--- config.mk ---
export PLATFORM = sky130hd
export DESIGN_NAME = johnson_decade_counter
export DESIGN_NICKNAME = d
export VERILOG_FILES = /design/src/rtl/jdc_pkg.sv /design/src/rtl/jdc_edge_sync.sv /design/src/rtl/jdc_ring.sv /design/src/rtl/jdc_decode.sv /design/src/rtl/johnson_decade_counter.sv
export SDC_FILE = /design/constraint.sdc
export NUM_CORES = 1
export LEC_CHECK = 0
export BUFFER_PORTS_ARGS = -buffer_cell sky130_fd_sc_hd__clkbuf_2
export CAP_MARGIN = 5
export CORE_AREA = 3 3 40 42
export DETAILED_ROUTE_END_ITERATION = 8
export DIE_AREA = 0 0 43 45
export GPL_TIMING_DRIVEN = 0
export PLACE_DENSITY = 0.67
export SLEW_MARGIN = 20
export SYNTH_ARGS = -nofsm -noshare
export SYNTH_HDL_FRONTEND = slang
export SYNTH_SLANG_ARGS = --single-unit
--- constraint.sdc ---
create_clock -name clk -period 3 [get_ports clk]
set_input_delay 0.6 -clock clk [delete_from_list [all_inputs] [get_ports clk]]
set_output_delay 0.6 -clock clk [all_outputs]
set_load 0.05 [all_outputs]
--- src/rtl/jdc_pkg.sv ---
package jdc_pkg;

    parameter int unsigned JDC_STAGES = 5;
    localparam int unsigned JDC_OUTS  = 2 * JDC_STAGES;

    typedef logic [JDC_STAGES-1:0] ring_t;
    typedef logic [JDC_OUTS-1:0]   onehot_t;

    typedef struct packed {
        logic level;
        logic rise;
        logic fall;
    } edge_t;

    // A legal twisted-ring pattern has at most one boundary between neighbouring bits.
    function automatic logic ring_legal(ring_t r);
        int unsigned bounds;
        bounds = 0;
        for (int i = 0; i < int'(JDC_STAGES) - 1; i++) begin
            if (r[i] != r[i+1]) bounds++;
        end
        return (bounds <= 1);
    endfunction

    // One advance: shift left and feed the inverted last stage into bit 0.
    // Any illegal pattern is replaced by state zero.
    function automatic ring_t ring_step(ring_t r);
        if (!ring_legal(r)) return '0;
        return {r[JDC_STAGES-2:0], ~r[JDC_STAGES-1]};
    endfunction

endpackage

--- src/rtl/jdc_edge_sync.sv ---
module jdc_edge_sync
    import jdc_pkg::*;
#(
    parameter int unsigned SYNC_DEPTH = 2
) (
    input  logic  clk,
    input  logic  rst,
    input  logic  din,
    output edge_t ev
);
    localparam int unsigned TOP = SYNC_DEPTH - 1;

    logic [SYNC_DEPTH-1:0] sync_q;
    logic                  prev_q;

    // While reset is high, every stage loads the raw level. A level that is
    // steady across the release therefore produces no edge.
    always_ff @(posedge clk) begin
        if (rst) begin
            sync_q <= {SYNC_DEPTH{din}};
            prev_q <= din;
        end else begin
            sync_q <= {sync_q[SYNC_DEPTH-2:0], din};
            prev_q <= sync_q[TOP];
        end
    end

    always_comb begin
        ev.level = sync_q[TOP];
        ev.rise  = sync_q[TOP] & ~prev_q;
        ev.fall  = ~sync_q[TOP] & prev_q;
    end

    // no edge is reported in the cycle just after reset
    a_r10_quiet_after_reset: assert property (@(posedge clk) disable iff (rst)
        $past(rst) |-> (!ev.rise && !ev.fall));

    // an edge lasts a single cycle
    a_r9_single_pulse: assert property (@(posedge clk) disable iff (rst)
        (ev.rise || ev.fall) |=> (!ev.rise && !ev.fall));

endmodule

--- src/rtl/jdc_ring.sv ---
module jdc_ring
    import jdc_pkg::*;
(
    input  logic  clk,
    input  logic  rst,
    input  logic  adv,
    output ring_t ring
);
    always_ff @(posedge clk) begin
        if (rst)      ring <= '0;
        else if (adv) ring <= ring_step(ring);
    end

    // reset leaves the ring in state zero
    a_r1_reset_zero: assert property (@(posedge clk) disable iff (rst)
        $past(rst) |-> (ring == '0));

    // only legal patterns are ever held
    a_r2_legal: assert property (@(posedge clk) disable iff (rst)
        ring_legal(ring));

endmodule

--- src/rtl/jdc_decode.sv ---
module jdc_decode
    import jdc_pkg::*;
(
    input  ring_t   ring,
    output onehot_t dec,
    output logic    carry
);
    localparam int unsigned S = JDC_STAGES;

    assign dec[0] = ~ring[0] & ~ring[S-1];
    assign dec[S] =  ring[0] &  ring[S-1];

    // Each remaining line looks only at the boundary between two neighbouring bits.
    for (genvar k = 1; k < S; k++) begin : g_bound
        assign dec[k]   =  ring[k-1] & ~ring[k];
        assign dec[S+k] = ~ring[k-1] &  ring[k];
    end

    assign carry = ~ring[S-1];

endmodule

--- src/rtl/johnson_decade_counter.sv ---
module johnson_decade_counter
    import jdc_pkg::*;
#(
    parameter int unsigned SYNC_DEPTH = 2
) (
    input  logic                clk,
    input  logic                rst,
    input  logic                cnt_in,
    input  logic                inh_in,
    output logic [JDC_OUTS-1:0] dec_out,
    output logic                carry_out
);
    edge_t cnt_ev;
    edge_t inh_ev;
    ring_t ring;
    logic  adv;

    jdc_edge_sync #(.SYNC_DEPTH(SYNC_DEPTH)) u_cnt_sync (
        .clk (clk),
        .rst (rst),
        .din (cnt_in),
        .ev  (cnt_ev)
    );

    jdc_edge_sync #(.SYNC_DEPTH(SYNC_DEPTH)) u_inh_sync (
        .clk (clk),
        .rst (rst),
        .din (inh_in),
        .ev  (inh_ev)
    );

    // Two ways to advance: count rises while inhibit is low, or inhibit falls
    // while count is high. Reset blocks both.
    assign adv = ~rst & ((cnt_ev.rise & ~inh_ev.level) | (inh_ev.fall & cnt_ev.level));

    jdc_ring u_ring (
        .clk  (clk),
        .rst  (rst),
        .adv  (adv),
        .ring (ring)
    );

    jdc_decode u_dec (
        .ring  (ring),
        .dec   (dec_out),
        .carry (carry_out)
    );

    // exactly one decoded line is high
    a_r2_one_hot: assert property (@(posedge clk) disable iff (rst)
        $countones(dec_out) == 1);

    // carry tracks the lower half of the decade
    a_r8_carry_half: assert property (@(posedge clk) disable iff (rst)
        carry_out == (|dec_out[JDC_STAGES-1:0]));

    // an advance moves the active line
    a_r3_moves: assert property (@(posedge clk) disable iff (rst)
        adv |=> (dec_out != $past(dec_out)));

    // the last line wraps to line 0
    a_r3_wrap: assert property (@(posedge clk) disable iff (rst)
        (adv && dec_out[JDC_OUTS-1]) |=> dec_out[0]);

    // without an advance the count holds
    a_r4_hold: assert property (@(posedge clk) disable iff (rst)
        !adv |=> $stable(dec_out));

endmodule

== Word-level counts from Yosys, hierarchy flattened ==
Cells that the tools add are included.
Widths: inputs -> output; s select.
Word-level totals
  register bits: 11
  bits of input ports: 4
  output and inout port bits: 11
  word-level logic and storage cells: 58
Cells by class
  $add $sub $neg: 3
  $lt $le $gt $ge: 1
  equal/unequal tests: 4
  multiplexer cells: 21
  bitwise gates (word level): 24
Operator list (count)
  $mux 32: 11
  $add 32x1->32 const B: 3
  $le 32x1->1 const B: 1
  $and 1x1->1: 15
  $mux 5: 2
  $not 1->1: 8
  $mux 1: 6
  $mux 2: 2
  $ne 1x1->1: 4
  $or 1x1->1: 1

== Logic depth before layout (Yosys ltp) ==
Gate-level depths: netlist (run 1).
  depth in word-level cells: 24
  mapped depth: 8
  depth with buffers taken out: 8

== Modules after synthesis ==
A second synthesis (run 1) with hierarchy kept.
Unflattened totals
  cells, all modules: 79
  area total of the unflattened synthesis: 735.7 µm²
Modules (own cells, without submodules)
  jdc_ring: instances 1, cells each 49, area an instance 442.9 µm², seq. area each 100.1 µm²
  jdc_edge_sync: instances 2, cells each 8, area an instance 102.6 µm², seq. area each 60.1 µm²
  jdc_decode: instances 1, cells each 11, area an instance 68.8 µm², seq. area each 0.0 µm²
  johnson_decade_counter: instances 1, cells each 3, area an instance 18.8 µm², seq. area each 0.0 µm²

== Worst setup path before layout (run 1) ==
Ideal clock, no wire load.
  kind: flip-flop to flip-flop
  start: reg u_ring.ring[2]
  end: reg u_ring.ring[3]
  setup time: 0.061 ns
  arrival: 2.241 ns
  data required time: 2.939 ns
  setup slack: 0.697 ns
  stages on the path, launching flop included: 9
  buffers on the path: 0
  clock period less this slack: 2.303 ns
  cell sequence: dfxtp_1 -> inv_1 -> ha_1 -> o21a_1 -> a21oi_1 -> ha_1 -> nor2b_1 -> a2111oi_4 -> a32o_1
On the way
  longest elaborated chain between the ends: 17
  elaborated cells on any way between the ends: 18
  those cells by class: add/sub (2); order compare (1); eq/ne (2); mux (13)
Ends and longest elaborated chain
  start, declared: line jdc_ring.sv:7  | output ring_t ring
  start signal, assigned: line jdc_ring.sv:11  | else if (adv) ring <= ring_step(ring);
  $ne 1x1->1: line jdc_pkg.sv:20  | if (r[i] != r[i+1]) bounds++;
  $mux 32: line jdc_pkg.sv:20
  $mux 32: line jdc_ring.sv:11
  $mux 32: line jdc_ring.sv:10  | if (rst) ring <= '0;
  $add 32x1->32: line jdc_pkg.sv:20
  $mux 32: line jdc_pkg.sv:20
  $mux 32: line jdc_ring.sv:11
  $mux 32: line jdc_ring.sv:10
  $add 32x1->32: line jdc_pkg.sv:20
  $mux 32: line jdc_pkg.sv:20
  $mux 32: line jdc_ring.sv:11
  $mux 32: line jdc_ring.sv:10
  $le 32x1->1: line jdc_pkg.sv:22  | return (bounds <= 1);
  $mux 1: line jdc_pkg.sv:28  | if (!ring_legal(r)) return '0;
  $mux 1: line jdc_ring.sv:11
  $mux 1: line jdc_ring.sv:10
  $mux 5 *: line jdc_pkg.sv:29  | return {r[JDC_STAGES-2:0], ~r[JDC_STAGES-1]};
Mark *: on every way between the ends. The rest lies on a longest branch, timed or not. The select of a mux whose other input is x is not followed.
A chain may end at the register's enable or synchronous reset.

== Final worst setup path (run 1) ==
  start: reg u_ring.ring[0]
  end: reg u_ring.ring[3]
On the way
  longest elaborated chain between the ends: 21
Ends and longest elaborated chain (line)
  $ne 1x1->1 *: jdc_pkg.sv:20
  $mux 1 *: jdc_pkg.sv:20
  $mux 32 *: jdc_ring.sv:11
  $mux 32 *: jdc_ring.sv:10
  $add 32x1->32: jdc_pkg.sv:20
  $mux 32 *: jdc_pkg.sv:20
  $mux 32 *: jdc_ring.sv:11
  $mux 32 *: jdc_ring.sv:10
  (+5 left out)
  $mux 32 *: jdc_pkg.sv:20
  $mux 32 *: jdc_ring.sv:11
  $mux 32 *: jdc_ring.sv:10
  $le 32x1->1 *: jdc_pkg.sv:22
  $mux 1 *: jdc_pkg.sv:28
  $mux 1 *: jdc_ring.sv:11
  $mux 1 *: jdc_ring.sv:10
  $mux 5 *: jdc_pkg.sv:29
Marked as above.

==> metrics, run 1 <==
clk buf depth=2; largest family of logic cells by synthesized area=compound AO/OA/AOI/OAI gates; multi-input logic area=around 340 um^2; Worst slew margin=0.7100; Final setup viols=0; synth top area cells=dfxtp_1 (37%), ha_1 (19%), a32o_1 (8.5%), inv_1 (5.7%), a2111oi_4 (4.7%); Max-Cap Viols=0; Crit Path Max Fanout=7; die width=43 um; GRT Residual Overflow=0; Yosys top cell by area=dfxtp_1; adder-cell share of the synthesized area=0.1903; clk_lat worst skew=around 0.26 ns; Max stage delay on crit path=0.47 ns; endpoint class of the critical path=flop; Chip Height=between 40 and 50 um; pin count of the biggest net entering global routing=9; fill count=approximately 130; vias per cell=5.032; Post-CTS Setup Repair Bufs=0; CP Data Arrival Time=2.74 ns; Synth Area in XOR/XNOR=0.05920; Cell Area, Synth=591.8 um^2; DR WL/cell=10.67 um; first-pass GRT wire length=1.766 mm; Net Count, Synth=73; VDD IR-drop max=approximately 0.20 mV; post_cts resized=0; number of different library cells in the post-synthesis netlist=19; Iteration-0 DRC Markers=7; clk root buf=clkbuf_4; path type of the worst setup path=reg2reg; Final min period=2.536 ns; Commonest cells post-synth=dfxtp_1 (11), ha_1 (9), inv_1 (9); skew final=0.002148 ns; TritonCTS clock tree=yes; Synth Flop Type=dfxtp_1; Routed Wire Length=992 um; Slew @ Worst Pin=0.4330 ns; Avg Synthesized Cell Area=9.864 um^2; DRC viols=0; Final Hold Vio Count=0; area fraction in compound gates after synthesis=0.1966; Leakage=0.3110 nW; Boundary Pins=15; Util after Layout=0.5501; Site Rows=13; Crit path top cell by count=ha_1; Final Max Slew Viols=0; core box area=1285 um^2; input/output buffers=14; Final HPWL DP=around 810 um; required time worst endpoint=3.21 ns; vias after detailed routing=468; Clock transition at path regs=0.07 ns; CTS Buf Count=3; Crit-path slowest cell=dfxtp_1; unrepaired setup endpoints after global routing=false; initial antenna violation count=0; Area Overhead vs Synth=19.45%; vias in the first global route=417; cell count after synthesis=60; register area share after synthesis=0.3721; status=finished, final reports clean; YS warnings=0; total global-route track usage=0.1263; Final period util=0.8455; mux cell area share after synthesis=0.01691; share of cells above drive strength 1=0.2308; register bit count reported by yosys=11; clk sinks=11; startpoint types=flop; Simple-Gate Fraction of Synth Area=0.1078; max frequency=394.3 MHz; n_diodes=0; Reg area=220.2 um^2; count leader, synth=dfxtp_1; Post-synth ARST share=0; Pre-antenna DRT Iters=4; critical path, cell by cell=inv_1, ha_1, o21a_1, a21oi_1, ha_1, nor2b_1, a2111oi_4, a32o_1; # H-tree levels=1; Routed Antenna Nets=0; Yosys top cell area share=0.3721; Nets=92; Pwr Density=424.8 nW/um^2; number of synthesized flops with an enable pin=0; routability cong.=0.6631; Fin Setup TNS=0 ns; Hold WC Path Type=reg2reg; die outline area=1935 um^2; # hold bufs at CTS=0; initial core utilization=0.4606
==> stage by stage <==
step	hold WS [ns]	setup WS (ns)	instance area [um^2]	std cells	total power, mW
floorplan	0.4154	0.6974	591.8	60	0.1954
global placement	0.4213	0.4831	680.7	89	0.2049
detailed placement	0.4304	0.4437	680.7	89	0.2060
CTS	0.4385	0.4284	706.9	93	0.3048
global route	0.4359	0.2158	706.9	93	0.3180
finish	0.4387	0.4636	706.9	93	0.3003
==> sequential cells by signal, summed over array words and instances, names as in the netlist <==
name	count
u_cnt_sync.prev_q	1
u_cnt_sync.sync_q	2
u_inh_sync.prev_q	1
u_inh_sync.sync_q	2
u_ring.ring	5
==> path summary, 6_finish.rpt <==
path / start / endpoint / slack, ns / cells past startpoint
worst max register to register: u_ring.ring[0] / u_ring.ring[3] / 0.46 / 8
worst min-delay path: u_cnt_sync.sync_q[0] / u_cnt_sync.sync_q[1] / 0.44 / 2
worst min register to register: u_cnt_sync.sync_q[0] / u_cnt_sync.sync_q[1] / 0.44 / 2
worst max-delay path: u_ring.ring[0] / u_ring.ring[3] / 0.46 / 8
==> final cells by class <==
class,instances,area share
multi-input combinational,40,0.4779
sequential,11,0.3115
timing repair buffer,14,0.09912
inverter,9,0.04779
clock buffer,4,0.03717
tap,15,0.02655
==> cell families after synthesis <==
logic type / count (synthesis)
AOI/OAI and AO/OA: 13
DFF: 11
and+or+nand+nor: 13
muxes: 1
buffers and inverters: 9
xor gates and xnor gates: 4
adders and majority gates: 9
==> cells in the final DEF (no fill, tap or decap) <==
master,Yosys,final
ha_1,9,9
a31oi_1,1,1
clkbuf_1,0,1
nand2_1,3,3
a32o_1,5,5
xor2_1,1,1
nand3_1,1,1
inv_1,9,9
clkbuf_2,0,14
nand2b_1,1,1
o21ai_0,4,4
clkbuf_4,0,3
mux2i_1,1,1
a21oi_1,1,1
xnor2_1,3,3
nor4_1,2,2
dfxtp_1,11,11
nor2b_1,2,2
nor3_1,1,1
nor2_1,3,3
o21a_1,1,1
a2111oi_4,1,1
==> critical path, delay by kind of cell (launching register included) <==
family                     cells  cell delay (ns)
AOI/OAI and AO/OA              4             1.11
adders and majority gates      2             0.64
buffers and inverters          1             0.12
DFF                            1             0.47
and+or+nand+nor                1             0.15
==> metal layers <==
metal,routed length [um],track usage,share of wire,up-vias
met5,0,0,0,-
met4,0,0.07229,0,0
met3,69,0.03586,0.070,0
met2,486,0.2126,0.49,14
met1,436,0.1439,0.44,205
li1,-,-,-,249
==> power by group <==
group | internal [mW] | switching, mW
registers | 0.154 | 0.00525
clock network | 0.0514 | 0.0469
logic | 0.0141 | 0.0289
total | 0.219 | 0.0811
Power figures use the tool's default switching activity.
==> inputs of run 2 (changes only) <==
==> constraint.sdc (replaced) <==
create_clock -name clk -period 2.4 [get_ports clk]
set_input_delay 0.48 -clock clk [delete_from_list [all_inputs] [get_ports clk]]
set_output_delay 0.48 -clock clk [all_outputs]
set_load 0.05 [all_outputs]
==> run 2 against run 1 <==
Sequential power is 25% higher. First-iteration DRC count is 29% lower. Design area increased by 3.0%. Clock power rose by 23%. Global-route usage unchanged. Register-to-register slack got worse by 0.33 ns. Utilization rose by 1.7 points. Largest power group unchanged. Maximum frequency is 12% higher. Routed wire length is 5.0% higher. Setup slack worse by 0.33 ns. Cell count unchanged.
==> metrics, run 2 (synthesized netlist as in run 1, its figures left out) <==
Nets=92 (unchanged); GRT Residual Overflow=0 (unchanged); Final period util=0.9437 (was 0.8455); first-pass GRT wire length=1.766 mm (unchanged); Critical Path End=u_ring.ring[0] (was u_ring.ring[3]); clk sinks=11 (unchanged); Crit-path slowest cell=dfxtp_4 (was dfxtp_1); vias after detailed routing=472 (was 468); initial core utilization=0.4606 (unchanged); Area Overhead vs Synth=23.04% (was 19.45%); VDD IR-drop max=0.2416 mV (was 0.2027 mV); Setup WS post-layout=0.1350 ns (was 0.4636 ns); core box area=1285 um^2 (unchanged); Crit Reg-Reg Endpoint=u_ring.ring[0] (was u_ring.ring[3]); R2R setup slack=0.14 ns (was 0.46 ns); vias per cell=5.075 (was 5.032); Slew @ Worst Pin=0.4371 ns (was 0.4330 ns); CP Data Arrival Time=2.46 ns (was 2.74 ns); Fin Setup TNS=0 ns (unchanged); Iteration-0 DRC Markers=5 (was 7); Pre-antenna DRT Iters=3 (was 4); Worst slew margin=0.7073 (was 0.7100); status=finished, final reports clean (unchanged); Leakage=0.3111 nW (was 0.3110 nW); share of cells above drive strength 1=0.2949 (was 0.2308); Final Hold Vio Count=0 (unchanged); reg2reg path depth=8 (unchanged); Site Rows=13 (unchanged); max reg flops=5 (unchanged); required time worst endpoint=2.60 ns (was 3.21 ns); Routed Wire Length=1.042 mm (was 992 um); Pwr Total=0.3766 mW (was 0.3003 mW); DRC viols=0 (unchanged); Setup WS pre-CTS=-0.1563 ns (was 0.4437 ns); Critical Path Start=u_ring.ring[0] (unchanged); clk root buf=clkbuf_4 (unchanged); TritonCTS clock tree=yes (unchanged); Util after Layout=0.5667 (was 0.5501); startpoint types=flop (unchanged); worst r2r src=u_ring.ring[0] (unchanged); Final HPWL DP=812.2 um (unchanged); DR WL/cell=11.20 um (was 10.67 um); initial antenna violation count=0 (unchanged); Final min period=2.265 ns (was 2.536 ns); Max-Cap Viols=0 (unchanged); Boundary Pins=15 (unchanged); die width=43 um (unchanged); Crit path top cell by count=ha_1 (unchanged); vias in the first global route=417 (unchanged); commonest non-fill, non-tap cell in the layout=clkbuf_2 (unchanged); Hold WC Path Type=in2reg (was reg2reg); delay-heaviest family, CP=compound AO/OA/AOI/OAI gates (unchanged); routability cong.=0.6631 (unchanged); endpoint class of the critical path=flop (unchanged); critical path, cell by cell=inv_1, ha_1, o21a_1, a21oi_4, ha_1, nor2b_1, a2111oi_4, a32o_1 (was inv_1, ha_1, o21a_1, a21oi_1, ha_1, nor2b_1, a2111oi_4, a32o_1); Crit Path Max Fanout=7 (unchanged); top flop regs=u_ring.ring (5), u_cnt_sync.sync_q (2), u_inh_sync.sync_q (2) (unchanged); Most flops, register=u_ring.ring (unchanged); Reg area=225.2 um^2 (was 220.2 um^2); Final setup viols=0 (unchanged); skew final=0.0009686 ns (was 0.002148 ns); path type of the worst setup path=reg2reg (unchanged); input/output buffers=14 (unchanged); max frequency=441.5 MHz (was 394.3 MHz); Chip Height=45 um (unchanged); total global-route track usage=0.1263 (unchanged); Clock transition at path regs=0.07 ns (about the same); fill count=124 (was 126); # H-tree levels=1 (unchanged); die outline area=1935 um^2 (unchanged); Post-CTS Setup Repair Bufs=0 (unchanged); Pwr Density=517.2 nW/um^2 (was 424.8 nW/um^2); most frequent cells in the layout=clkbuf_2 (14), inv_1 (9), dfxtp_1 (9) (was clkbuf_2 (14), dfxtp_1 (11), inv_1 (9), ha_1 (9), a32o_1 (5)); hold slack=0.3299 ns (was 0.4387 ns); pin count of the biggest net entering global routing=9 (unchanged); # hold bufs at CTS=0 (unchanged); clk_lat worst skew=0.26 ns (about the same); CTS Buf Count=3 (unchanged); n_diodes=0 (unchanged); Final Max Slew Viols=0 (unchanged); Max stage delay on crit path=0.39 ns (was 0.47 ns); Levels on crit path=8 (unchanged); multi-input logic area=354.1 um^2 (was 337.8 um^2); WP buf/inv=1 (unchanged); Routed Antenna Nets=0 (unchanged); clk buf depth=2 (unchanged)
[run 2: power breakdown]
part,leakage [nW],switching [mW],internal [mW]
logic,0.204,0.0379,0.0184
registers,0.0923,0.00652,0.192
clock network,0.0150,0.0573,0.0642
[run 2: timing repair]
| item | in CTS | in global routing |
|---|---|---|
| endpoints found under the setup margin | 5 | 5 |
| pin swaps | 0 | 1 |
| gates resized for setup | 3 | 4 |
[run 2: stage by stage]
stage | cell area (um^2) | std cells
floorplan | 591.8 | 60
global placement | 680.7 | 89
detailed placement | 680.7 | 89
CTS | 713.2 | 93
global route | 728.2 | 93
finish | 728.2 | 93
[run 2: final cells by class]
type | instances | area share
Inverter | 9 | 0.04639
Sequential cell | 11 | 0.3093
Tap cell | 15 | 0.02577
Multi-Input combinational cell | 40 | 0.4863
Clock buffer | 4 | 0.03608
Timing Repair Buffer | 14 | 0.09622
[run 2: metal layers]
layer | wire length, um | GRT usage | vias up
met2 | 523 | 0.2126 | 14
met5 | 0 | 0 | -
li1 | - | - | 249
met1 | 451 | 0.1439 | 209
met3 | 68 | 0.03586 | 0
met4 | 0 | 0.07229 | 0
[run 2: worst min-delay path by stage]
| stage | startpoint | to | slack [ns] | depth (start not counted) |
|---|---|---|---|---|
| after floorplan | u_cnt_sync.sync_q[0] | u_cnt_sync.sync_q[1] | 0.42 | 2 |
| after global placement | u_inh_sync.sync_q[0] | u_inh_sync.sync_q[1] | 0.42 | 2 |
| after detailed placement | u_cnt_sync.sync_q[0] | u_cnt_sync.sync_q[1] | 0.43 | 2 |
| after CTS | inh_in | u_inh_sync.sync_q[0] | 0.32 | 1 |
| after global routing | inh_in | u_inh_sync.sync_q[0] | 0.32 | 1 |
| final | inh_in | u_inh_sync.sync_q[0] | 0.33 | 1 |
[run 2: worst register-to-register path, stage by stage, from the launching register on]
cell,delay [ns]
dfxtp_4,0.39
inv_1,0.07
ha_1,0.38
o21a_1,0.25
a21oi_4,0.17
ha_1,0.25
nor2b_1,0.15
a2111oi_4,0.33
a32o_1,0.22
==> inputs of run 3 (changes only) <==
--- a/config.mk
+++ b/config.mk
@@ -5,13 +5,14 @@
 export SDC_FILE = /design/constraint.sdc
 export NUM_CORES = 1
 export LEC_CHECK = 0
+export ABC_AREA = 1
 export BUFFER_PORTS_ARGS = -buffer_cell sky130_fd_sc_hd__clkbuf_2
 export CAP_MARGIN = 5
 export CORE_AREA = 3 3 40 42
 export DETAILED_ROUTE_END_ITERATION = 8
 export DIE_AREA = 0 0 43 45
 export GPL_TIMING_DRIVEN = 0
-export PLACE_DENSITY = 0.67
+export PLACE_DENSITY = 0.68
 export SLEW_MARGIN = 20
 export SYNTH_ARGS = -nofsm -noshare
 export SYNTH_HDL_FRONTEND = slang
==> run 3 against run 2 <==
Non-clock buffer count did not move. Register-to-register slack better by 0.13 ns. Clock skew is 0.0018 ns higher. Hold slack improved by 0.0022 ns. Sequential cell count unchanged. Design area shrank 0.34%. Cell count increased by 20%. Area after synthesis grew 3.2%. Synthesized cell count increased by 32%. Via count rose by 15%. Global-route usage is 0.49 points lower. First-iteration DRC count decreased by 40%. Critical path type unchanged. Critical endpoint is now u_ring.ring[4]. Largest cell class unchanged.
==> metrics, run 3 <==
status=finished, final reports clean (unchanged); count leader, synth=nand2_1 (was dfxtp_1); Routed Antenna Nets=0 (unchanged); placed insts=108 (was 89); Yosys top cell area share=0.3607 (was 0.3721); VDD IR-drop max=0.2728 mV (was 0.2416 mV); sw frac=0.3396 (was 0.2700); Leakage=0.4074 nW (was 0.3111 nW); unrepaired setup endpoints after global routing=false; met1 usage=0.1443 (was 0.1439); most frequent cells in the layout=nand2_1 (19), inv_1 (15), clkbuf_2 (14) (was clkbuf_2 (14), inv_1 (9), dfxtp_1 (9)); post_cts resized=0 (was 3); clock power share=0.272 (was 0.322); register bit count reported by yosys=11 (unchanged); Gate power share=0.266 (was 0.150); worst hold endpoint=u_cnt_sync.sync_q[0] (was u_inh_sync.sync_q[0]); GRT Residual Overflow=0 (unchanged); die width=43 um (unchanged); Routed Wire Length=1.066 mm (was 1.042 mm); Net Count, Synth=92 (was 73); max reg flops=5 (unchanged); startpoint types=flop (unchanged); core box area=1285 um^2 (unchanged); Post-synth ARST share=0 (unchanged); # hold bufs at CTS=0 (unchanged); vias after detailed routing=541 (was 472); Yosys top cell by area=dfxtp_1 (unchanged); synth top area cells=dfxtp_1 (36%), ha_1 (18%), nand2_1 (12%), inv_1 (9.2%), nand4_1 (6.1%) (was dfxtp_1 (37%), ha_1 (19%), a32o_1 (8.5%), inv_1 (5.7%), a2111oi_4 (4.7%)); clk buf depth=2 (unchanged); Final period util=0.8890 (was 0.9437); grt peak-use layer=met2 (unchanged); met3 GRT Util=0.03586 (unchanged); hold slack=0.3321 ns (was 0.3299 ns); Pre-antenna DRT Iters=4 (was 3); endpoint class of the critical path=flop (unchanged); Area Overhead vs Synth=18.85% (was 23.04%); pin count of the biggest net entering global routing=11 (was 9); Max-Cap Viols=0 (unchanged); Final Max Slew Viols=0 (unchanged); R2R setup slack=0.27 ns (was 0.14 ns); n_diodes=0 (unchanged); Crit Reg-Reg Endpoint=u_ring.ring[4] (was u_ring.ring[0]); fill count=132 (was 124); Clock transition at path regs=0.07 ns (about the same); skew final=0.002772 ns (was 0.0009686 ns); path type of the worst setup path=reg2reg (unchanged); Nets=111 (was 92); Final Hold Vio Count=0 (unchanged); commonest non-fill, non-tap cell in the layout=nand2_1 (was clkbuf_2); Final setup viols=0 (unchanged); clk root buf=clkbuf_4 (unchanged); top flop regs=u_ring.ring (5), u_cnt_sync.sync_q (2), u_inh_sync.sync_q (2) (unchanged); Chip Height=45 um (unchanged); Commonest cells post-synth=nand2_1 (19), inv_1 (15), dfxtp_1 (11) (was dfxtp_1 (11), ha_1 (9), inv_1 (9)); vias in the first global route=459 (was 417); Avg Synthesized Cell Area=7.729 um^2 (was 9.864 um^2); Pwr Density=613.5 nW/um^2 (was 517.2 nW/um^2); Cell Area, Synth=610.6 um^2 (was 591.8 um^2); first-pass GRT wire length=1.794 mm (was 1.766 mm); reg2reg path depth=9 (was 8); Site Rows=13 (unchanged); DRC viols=0 (unchanged); initial antenna violation count=0 (unchanged); total global-route track usage=0.1213 (was 0.1263); Iteration-0 DRC Markers=3 (was 5); clk sinks=11 (unchanged); hold_sp=cnt_in (was inh_in); YS warnings=0 (unchanged); initial core utilization=0.4752 (was 0.4606); required time worst endpoint=2.59 ns (was 2.60 ns); sequential power share=0.462 (was 0.528); routability cong.=0.7901 (was 0.6631); clk_lat worst skew=0.26 ns (about the same); cell count after synthesis=79 (was 60); number of synthesized flops with an enable pin=0 (unchanged); Worst slew margin=0.6896 (was 0.7073); Crit Path Max Fanout=6 (was 7); max frequency=468.7 MHz (was 441.5 MHz); CP Data Arrival Time=2.32 ns (was 2.46 ns); input/output buffers=14 (unchanged); Boundary Pins=15 (unchanged); DR WL/cell=9.518 um (was 11.20 um); final non-filler cell total=112 (was 93); Hold WC Path Type=in2reg (unchanged); vias per cell=4.830 (was 5.075); NetSw=0.1512 mW (was 0.1017 mW); share of cells above drive strength 1=0.1959 (was 0.2949); number of different library cells in the post-synthesis netlist=12 (was 19); CTS Buf Count=3 (unchanged); GR Util met2=0.2036 (was 0.2126); Critical Path Start=u_ring.ring[2] (was u_ring.ring[0]); Slew @ Worst Pin=0.4621 ns (was 0.4371 ns); Most flops, register=u_ring.ring (unchanged); die outline area=1935 um^2 (unchanged); # H-tree levels=1 (unchanged); register area share after synthesis=0.3607 (was 0.3721); Final HPWL DP=855.2 um (was 812.2 um); Pint=0.2940 mW (was 0.2749 mW); Final min period=2.134 ns (was 2.265 ns); TritonCTS clock tree=yes (unchanged); Fin Setup TNS=0 ns (unchanged); Post-CTS Setup Repair Bufs=0 (unchanged); Synth Flop Type=dfxtp_1 (unchanged); Worst Hold Path Cells=1 (unchanged); worst r2r src=u_ring.ring[2] (was u_ring.ring[0])
## run 3: cell types whose count changed after synthesis, moves of 2 or more
cell	change
nor2b_1	-2
nand4_1	+6
o21ai_0	+2
inv_1	+6
nand2_1	+16
xnor2_1	-3
nor4_1	-2
a32o_1	-5
a21oi_1	+4
## run 3: kinds of logic after synthesis
kind of cell	count (synthesis)	share of synthesized area
AO/OA/AOI/OAI	11	0.09016
XOR/XNOR	1	0.01435
adder cells (fa/ha/maj)	9	0.1844
buffers and inverters	15	0.09221
flip-flops	11	0.3607
AND/OR/NAND/NOR	32	0.2582
## run 3: layer usage
layer / part of all wire / wire, um
met3: 0.043 / 46
met1: 0.47 / 499
met5: 0 / 0
met2: 0.47 / 504
met4: 0.015 / 16
## run 3: worst max-delay path by stage
stage / to / slack [ns]
after floorplan: u_ring.ring[0] / 0.49
after global placement: u_ring.ring[4] / 0.31
after detailed placement: u_ring.ring[1] / 0.30
after CTS: u_ring.ring[4] / 0.27
after global routing: u_ring.ring[4] / 0.10
final: u_ring.ring[4] / 0.27
## run 3: layout make-up
| class | count | area [um^2] | area share |
|---|---|---|---|
| clock buffers | 4 | 26.28 | 0.03621 |
| flip-flops and latches | 11 | 220.2 | 0.3034 |
| well taps | 15 | 18.77 | 0.02586 |
| inverters | 15 | 56.30 | 0.07759 |
| repair buffers | 14 | 70.07 | 0.09655 |
| multi-input cells | 53 | 334.1 | 0.4603 |
## run 3: power groups by stage
stage / clock [mW] / sequential (mW) / combinational (mW)
2_1_floorplan: 0 / 0.207 / 0.100
3_3_place_gp: 0 / 0.210 / 0.117
3_5_place_dp: 0 / 0.210 / 0.120
4_1_cts: 0.125 / 0.206 / 0.120
5_1_grt: 0.132 / 0.207 / 0.133
6_report: 0.121 / 0.206 / 0.119
## run 3: per-stage QoR
stage	area [um^2]	power, mW	utilization	worst slack (ns)
floorplan	610.6	0.3069	-	0.4927
global placement	699.4	0.3270	0.5443	0.3141
detailed placement	699.4	0.3297	0.5443	0.3040
CTS	725.7	0.4509	0.5648	0.2735
global route	725.7	0.4720	0.5648	0.1001
finish	725.7	0.4452	0.5648	0.2664
## run 3: worst max-delay path, stage by stage (launching register included)
cell and delay (ns):
dfxtp_1 0.43, inv_1 0.11, ha_1 0.33, xor2_1 0.17, inv_1 0.06, ha_1 0.26
or2_2 0.28, nand2_1 0.15, nand4_1 0.12, a21oi_1 0.15
